$ cat src/rtl/uart_tx_pkg.sv
package uart_tx_pkg;
  localparam int DATA_W = 8;

  typedef enum logic [1:0] {
    IRQ_ON_LOAD  = 2'b00,
    IRQ_ON_DONE  = 2'b01,
    IRQ_ON_DRAIN = 2'b10,
    IRQ_NONE     = 2'b11
  } irq_mode_e;
endpackage

$ cat src/rtl/uart_tx_fifo.sv
module uart_tx_fifo #(
  parameter int W = 8,
  parameter int DEPTH = 4,
  localparam int CW = $clog2(DEPTH + 1)
) (
  input  logic          clk,
  input  logic          rst_n,
  input  logic          flush,
  input  logic          push,
  input  logic [W-1:0]  wdata,
  input  logic          pop,
  output logic [W-1:0]  rdata,
  output logic [CW-1:0] count,
  output logic          full,
  output logic          empty
);
  localparam int AW = (DEPTH > 1) ? $clog2(DEPTH) : 1;

  logic [W-1:0]  mem [DEPTH];
  logic [AW-1:0] wptr, rptr;

  function automatic logic [AW-1:0] nxt(input logic [AW-1:0] p);
    return (p == AW'(DEPTH - 1)) ? '0 : p + 1'b1;
  endfunction

  assign full  = (count == CW'(DEPTH));
  assign empty = (count == '0);
  assign rdata = mem[rptr];

  always_ff @(posedge clk) begin
    if (push) mem[wptr] <= wdata;
  end

  always_ff @(posedge clk or negedge rst_n) begin
    if (!rst_n) begin
      wptr  <= '0;
      rptr  <= '0;
      count <= '0;
    end else if (flush) begin
      wptr  <= '0;
      rptr  <= '0;
      count <= '0;
    end else begin
      if (push) wptr <= nxt(wptr);
      if (pop)  rptr <= nxt(rptr);
      case ({push, pop})
        2'b10:   count <= count + 1'b1;
        2'b01:   count <= count - 1'b1;
        default: count <= count;
      endcase
    end
  end

  // occupancy never exceeds the queue depth
  p_no_overflow_r3: assert property (@(posedge clk) disable iff (!rst_n)
    count <= CW'(DEPTH));
  // a flush leaves the queue empty
  p_flush_clears_r7: assert property (@(posedge clk) disable iff (!rst_n)
    flush |=> (count == '0));
  // the consumer never pops an empty queue
  p_pop_nonempty_r2: assert property (@(posedge clk) disable iff (!rst_n)
    pop |-> (count != '0));
endmodule

$ cat src/rtl/uart_tx_shifter.sv
module uart_tx_shifter #(
  parameter int DATA_W = 8,
  parameter int TICKS_PER_BIT = 16,
  parameter int BRK_ZEROS = 12
) (
  input  logic              clk,
  input  logic              rst_n,
  input  logic              abort,
  input  logic              baud_tick,
  input  logic              load_char,
  input  logic [DATA_W-1:0] char_data,
  input  logic              load_brk,
  output logic              busy,
  output logic              line_raw,
  output logic              done,
  output logic              done_brk
);
  localparam int FRAME_W = BRK_ZEROS + 2;
  localparam int NB_W    = $clog2(FRAME_W);
  localparam int SUB_W   = (TICKS_PER_BIT > 1) ? $clog2(TICKS_PER_BIT) : 1;

  logic [FRAME_W-1:0] shreg;
  logic [NB_W-1:0]    bits_left;
  logic [SUB_W-1:0]   sub;
  logic               is_brk;
  logic               bit_end;

  assign bit_end  = busy && baud_tick && (sub == SUB_W'(TICKS_PER_BIT - 1));
  assign done     = bit_end && (bits_left == '0);
  assign done_brk = done && is_brk;
  assign line_raw = busy ? shreg[0] : 1'b1;

  always_ff @(posedge clk or negedge rst_n) begin
    if (!rst_n) begin
      busy      <= 1'b0;
      shreg     <= '1;
      bits_left <= '0;
      sub       <= '0;
      is_brk    <= 1'b0;
    end else if (abort) begin
      busy      <= 1'b0;
      shreg     <= '1;
      bits_left <= '0;
      sub       <= '0;
      is_brk    <= 1'b0;
    end else if (load_char) begin
      busy      <= 1'b1;
      shreg     <= {{(FRAME_W - DATA_W - 1){1'b1}}, char_data, 1'b0};
      bits_left <= NB_W'(DATA_W + 1);
      sub       <= '0;
      is_brk    <= 1'b0;
    end else if (load_brk) begin
      busy      <= 1'b1;
      shreg     <= {1'b1, {(FRAME_W - 1){1'b0}}};
      bits_left <= NB_W'(FRAME_W - 1);
      sub       <= '0;
      is_brk    <= 1'b1;
    end else if (busy && baud_tick) begin
      if (bit_end) begin
        sub <= '0;
        if (bits_left == '0) begin
          busy   <= 1'b0;
          is_brk <= 1'b0;
        end else begin
          shreg     <= {1'b1, shreg[FRAME_W-1:1]};
          bits_left <= bits_left - 1'b1;
        end
      end else begin
        sub <= sub + 1'b1;
      end
    end
  end

  // a freshly loaded frame begins with a low start bit
  p_start_low_r1: assert property (@(posedge clk) disable iff (!rst_n)
    (load_char && !abort) |=> (busy && !line_raw));
  // every frame, data or break, ends on a high stop bit
  p_stop_high_r1: assert property (@(posedge clk) disable iff (!rst_n)
    done |-> line_raw);
endmodule

$ cat src/rtl/uart_tx_irq.sv
module uart_tx_irq
  import uart_tx_pkg::*;
(
  input  logic       clk,
  input  logic       rst_n,
  input  logic       en,
  input  logic [1:0] mode,
  input  logic       load_evt,
  input  logic       drain_evt,
  input  logic       done_evt,
  output logic       irq
);
  irq_mode_e m;
  logic      hit;

  assign m = irq_mode_e'(mode);

  always_comb begin
    case (m)
      IRQ_ON_LOAD:  hit = load_evt;
      IRQ_ON_DONE:  hit = done_evt;
      IRQ_ON_DRAIN: hit = drain_evt;
      default:      hit = 1'b0;
    endcase
  end

  always_ff @(posedge clk or negedge rst_n) begin
    if (!rst_n) irq <= 1'b0;
    else        irq <= en && hit;
  end

  // the reserved code never raises an interrupt
  p_reserved_quiet_r11: assert property (@(posedge clk) disable iff (!rst_n)
    irq |-> ($past(mode) != 2'b11));
  // the interrupt is a single-cycle pulse
  p_irq_pulse_r11: assert property (@(posedge clk) disable iff (!rst_n)
    irq |=> !irq);
endmodule

$ cat src/rtl/uart_tx_chan.sv
module uart_tx_chan
  import uart_tx_pkg::*;
#(
  parameter int DEPTH = 4,
  parameter int TICKS_PER_BIT = 16,
  parameter int BRK_ZEROS = 12
) (
  input  logic              clk,
  input  logic              rst_n,
  input  logic              baud_tick,
  input  logic              tx_en,
  input  logic              brk_set,
  input  logic              inv,
  input  logic [1:0]        irq_mode,
  input  logic              in_valid,
  input  logic [DATA_W-1:0] in_data,
  output logic              in_ready,
  output logic              buf_full,
  output logic              tx_empty,
  output logic              brk_busy,
  output logic              irq,
  output logic              txd
);
  localparam int CW = $clog2(DEPTH + 1);

  logic              push, pop, q_empty;
  logic [DATA_W-1:0] q_data;
  logic [CW-1:0]     q_count;
  logic              busy, line_raw, done, done_brk;
  logic              load_char, load_brk, can_load;
  logic              drain_evt, done_evt;
  logic              brk_bit;

  assign in_ready = tx_en && !buf_full;
  assign push     = in_valid && in_ready;

  // Break has priority over queued data once the shifter is free.
  assign can_load  = tx_en && !busy;
  assign load_brk  = can_load && brk_bit;
  assign load_char = can_load && !brk_bit && !q_empty;
  assign pop       = load_char;

  assign drain_evt = load_char && (q_count == CW'(1)) && !push;
  assign done_evt  = done && q_empty && !push && (!brk_bit || done_brk);

  always_ff @(posedge clk or negedge rst_n) begin
    if (!rst_n)        brk_bit <= 1'b0;
    else if (!tx_en)   brk_bit <= 1'b0;
    else if (done_brk) brk_bit <= 1'b0;
    else if (brk_set)  brk_bit <= 1'b1;
  end

  uart_tx_fifo #(.W(DATA_W), .DEPTH(DEPTH)) u_fifo (
    .clk(clk), .rst_n(rst_n), .flush(!tx_en), .push(push), .wdata(in_data),
    .pop(pop), .rdata(q_data), .count(q_count), .full(buf_full), .empty(q_empty)
  );

  uart_tx_shifter #(.DATA_W(DATA_W), .TICKS_PER_BIT(TICKS_PER_BIT),
                    .BRK_ZEROS(BRK_ZEROS)) u_shift (
    .clk(clk), .rst_n(rst_n), .abort(!tx_en), .baud_tick(baud_tick),
    .load_char(load_char), .char_data(q_data), .load_brk(load_brk),
    .busy(busy), .line_raw(line_raw), .done(done), .done_brk(done_brk)
  );

  uart_tx_irq u_irq (
    .clk(clk), .rst_n(rst_n), .en(tx_en), .mode(irq_mode),
    .load_evt(load_char), .drain_evt(drain_evt), .done_evt(done_evt), .irq(irq)
  );

  assign tx_empty = !busy && q_empty;
  assign brk_busy = brk_bit;
  assign txd      = tx_en ? (line_raw ^ inv) : !inv;

  // an empty channel cannot report a full queue
  p_empty_not_full_r4: assert property (@(posedge clk) disable iff (!rst_n)
    tx_empty |-> !buf_full);
  // a disabled channel holds the line at its idle level
  p_disabled_idle_r7: assert property (@(posedge clk) disable iff (!rst_n)
    !tx_en |-> (txd == !inv));
  // a finished break frame drops the break request
  p_brk_clear_r6: assert property (@(posedge clk) disable iff (!rst_n)
    done_brk |=> !brk_busy);
endmodule

$ cat config.mk
export PLATFORM = sky130hd
export DESIGN_NAME = uart_tx_chan
export DESIGN_NICKNAME = d
export VERILOG_FILES = /design/src/rtl/uart_tx_pkg.sv /design/src/rtl/uart_tx_fifo.sv /design/src/rtl/uart_tx_shifter.sv /design/src/rtl/uart_tx_irq.sv /design/src/rtl/uart_tx_chan.sv
export SDC_FILE = /design/constraint.sdc
export NUM_CORES = 1
export LEC_CHECK = 0
export ABC_AREA = 1
export CELL_PAD_IN_SITES_DETAIL_PLACEMENT = 1
export CELL_PAD_IN_SITES_GLOBAL_PLACEMENT = 1
export CORE_MARGIN = 5
export CORE_UTILIZATION = 45
export DETAILED_ROUTE_END_ITERATION = 10
export PLACE_DENSITY = 0.89
export SYNTH_ARGS = -nofsm -noshare
export SYNTH_HDL_FRONTEND = slang
export SYNTH_SLANG_ARGS = --single-unit
$ cat constraint.sdc
create_clock -name clk -period 2.7 [get_ports clk]
set_input_delay 0.81 -clock clk [delete_from_list [all_inputs] [get_ports clk]]
set_output_delay 0.81 -clock clk [all_outputs]
set_load 0.05 [all_outputs]
==> results.json <==
{
  "path_buf_inv": 1,
  "core_um2": 6760,
  "die_w_um": 93.2,
  "finalHoldViolations": 0,
  "clkTransAtPathRegs_ns": 0.08,
  "rsz0062_at_grt": "false",
  "power.total_mw": 3.58,
  "fmax_mhz": 405,
  "layout-drive-gt1-share_pct": 14.1,
  "hp-class": "flop to flop",
  "rows": 30,
  "place_area_um2": 3480,
  "syn-instance-count": 345,
  "die-height_um": 93.2,
  "worstReg2RegEnd": "u_shift.shreg[1]$_DFFE_PN1P_",
  "critPathArrivalTime_ns": 1.66,
  "power.density_nw_per_um2": 973,
  "yosysWarnings": 0,
  "grt_usage_pct": 19.2,
  "syn_area_um2": 3120,
  "min_period_ns": 2.47,
  "grt_max_degree": 33,
  "startpoint": "brk_busy$_DFFE_PN0P_",
  "synthArstFlopShare_pct": 50.0,
  "skew_ns": 0.0117,
  "vias": 2483,
  "ys_ff_latch": 64,
  "antenna_found_initial": 0,
  "dp_hpwl_um": 5120,
  "finish.instance_area_um2": 3680,
  "start_util_pct": 46.1,
  "synth.most_common_cell": "nand2_1",
  "io_pins": 23,
  "cts_made_buffers": 9,
  "crit_path_top_delay_cell": "clkdlybuf4s50_1",
  "ys_seq_area_share_pct": 57.0,
  "hold_depth": 2,
  "port_buffers": 22,
  "drv_cap": 0,
  "p_leak_nw": 1.68,
  "synth_area_per_cell_um2": 9.03,
  "ys_top_cells_by_area": "edfxtp_1, nand2_1, dfrtp_1",
  "slew_headroom_pct": 54.4,
  "synth_edf_count": 32,
  "reg2regPathDepth": 8,
  "worst-path-max-fanout": 6,
  "path_cells": "clkdlybuf4s50_1",
  "status": "completed",
  "antenna_left": 0,
  "cts_tree": "done",
  "ir_drop_mv": 0.526,
  "min_to": "u_shift.shreg[2]$_DFFE_PN1P_",
  "ys_top_cells_by_count": "nand2_1, nand3_1, edfxtp_1, inv_1, dfrtp_1",
  "r2r_start": "u_fifo.count[0]$_DFFE_PN0P_",
  "maxSlewViolCount": 0,
  "fin_setup_tns_ns": 0,
  "grt_pass1_vias": 2719,
  "area_growth_pct": 18.1,
  "routed_wl_um": 7590,
  "synth_top_flop_cell": "edfxtp_1",
  "htree_levels": 3,
  "cts.sink_count": 64,
  "setup_viol": 0,
  "drt-vias-per-instance": 5.37,
  "reg2reg_slack_ns": 0.63,
  "clkLatencyLatePin_ns": 0.34,
  "drt_iter0_markers": 134,
  "tightest_slew_ns": 0.684,
  "max_stage_delay_ns": 0.85,
  "dr.pass1.iters": 4,
  "yosysTopAreaCellShare_pct": 30.8,
  "end_kind": "output port",
  "die_area_um2": 8690,
  "n_fill_cell": 786,
  "gp_congestion": 0.760,
  "clockBufferDepth": 2,
  "worstPathRequired_ns": 1.89,
  "drc_errors": 0,
  "grt_pass1_wl_um": 12800,
  "syn_nets": 374,
  "synth_area_leader_cell": "edfxtp_1",
  "overflow": 0,
  "wl_per_cell_um": 16.4,
  "cts-root-buf": "clkbuf_8",
  "period_share_pct": 91.5,
  "critical_path_class": "flop to output port",
  "nets": 406,
  "crit_family": "buffers and inverters",
  "synth.distinct_cells": 26,
  "hp-start": "u_shift.shreg[2]$_DFFE_PN1P_",
  "diodes": 0,
  "post_cts_buffers": 0,
  "worst_setup_path_start_kind": "flop"
}
## what timing repair did
action                                  CTS  global route
gates resized for setup                   3             0
endpoints found under the setup margin    1             0
hold buffers                              0             0
## per-stage QoR
stage / instances / utilization, % / setup slack (ns) / hold slack (ns)
after detailed placement: 446 / 51.5 / -0.0645 / 0.458
after global routing: 462 / 54.5 / 0.145 / 0.486
final: 462 / 54.5 / 0.228 / 0.468
after floorplan: 345 / - / 0.0775 / 0.446
after global placement: 446 / 51.5 / -0.0139 / 0.455
after CTS: 462 / 54.5 / 0.202 / 0.471
## state kept, by name, summed over array words and instances, names as in the netlist
| register | cells |
|---|---|
| u_fifo.mem | 32 |
| u_shift.is_brk | 1 |
| u_shift.busy | 1 |
| u_irq.irq | 1 |
| u_fifo.rptr | 2 |
| u_shift.shreg | 13 |
| u_shift.bits_left | 4 |
| u_shift.sub | 4 |
| brk_busy | 1 |
| u_fifo.count | 3 |
| u_fifo.wptr | 2 |
## worst max path at each step
stage	to	cells past startpoint	slack [ns]
after detailed placement	txd	6	-0.06
after floorplan	in_ready	3	0.08
after CTS	brk_busy	1	0.20
after global placement	txd	6	-0.01
final	brk_busy	1	0.23
after global routing	brk_busy	1	0.15
## cells by family after synthesis
kind of cell | synth area share, %
simple gates | 27.0
flops | 57.0
buf+inv | 5.54
compound gates | 4.50
fa+ha+maj | 4.82
xor+xnor | 1.12
## report_power, final
group / total (mW) / internal, mW / switching (mW)
clock: 0.814 / 0.425 / 0.388
sequential: 1.49 / 1.30 / 0.191
combinational: 1.28 / 0.447 / 0.834
## layer usage
layer,GRT usage (%),share of wire [%]
met1,22.0,43
met2,33.5,53
met3,4.42,3.0
met4,9.40,1.5
met5,0,0
## layout make-up
cell class | count | area [um^2] | area share, %
timing repair buffer | 32 | 309 | 8.40
inverter | 31 | 116 | 3.16
sequential | 64 | 1780 | 48.3
clock buffer | 9 | 124 | 3.37
clock inverter | 7 | 72.6 | 1.97
tap | 80 | 100 | 2.72
multi-input combinational | 239 | 1180 | 32.1
## placed cells by master (no fill, tap or decap), drive strengths merged
| master | instances |
|---|---|
| nand4 | 4 |
| nand3 | 47 |
| dfrtp | 19 |
| clkinvlp | 2 |
| xnor2 | 4 |
| nor3 | 1 |
| clkbuf | 9 |
| o21ai | 13 |
| nor2 | 18 |
| ha | 12 |
| o31ai | 1 |
| dfstp | 13 |
| or2 | 1 |
| o211ai | 2 |
| nand2 | 131 |
| clkinv | 5 |
| buf | 14 |
| dlygate4sd2 | 1 |
| edfxtp | 32 |
| inv | 30 |
| a21oi | 5 |
| clkdlybuf4s50 | 17 |
| bufinv | 1 |
## tightest hold or removal path, stage by stage (launching register included)
cell	delay [ns]
dfstp_2	0.37
nand2_1	0.05
nand2_1	0.05
Note: power is estimated with default switching activity, not from simulation.
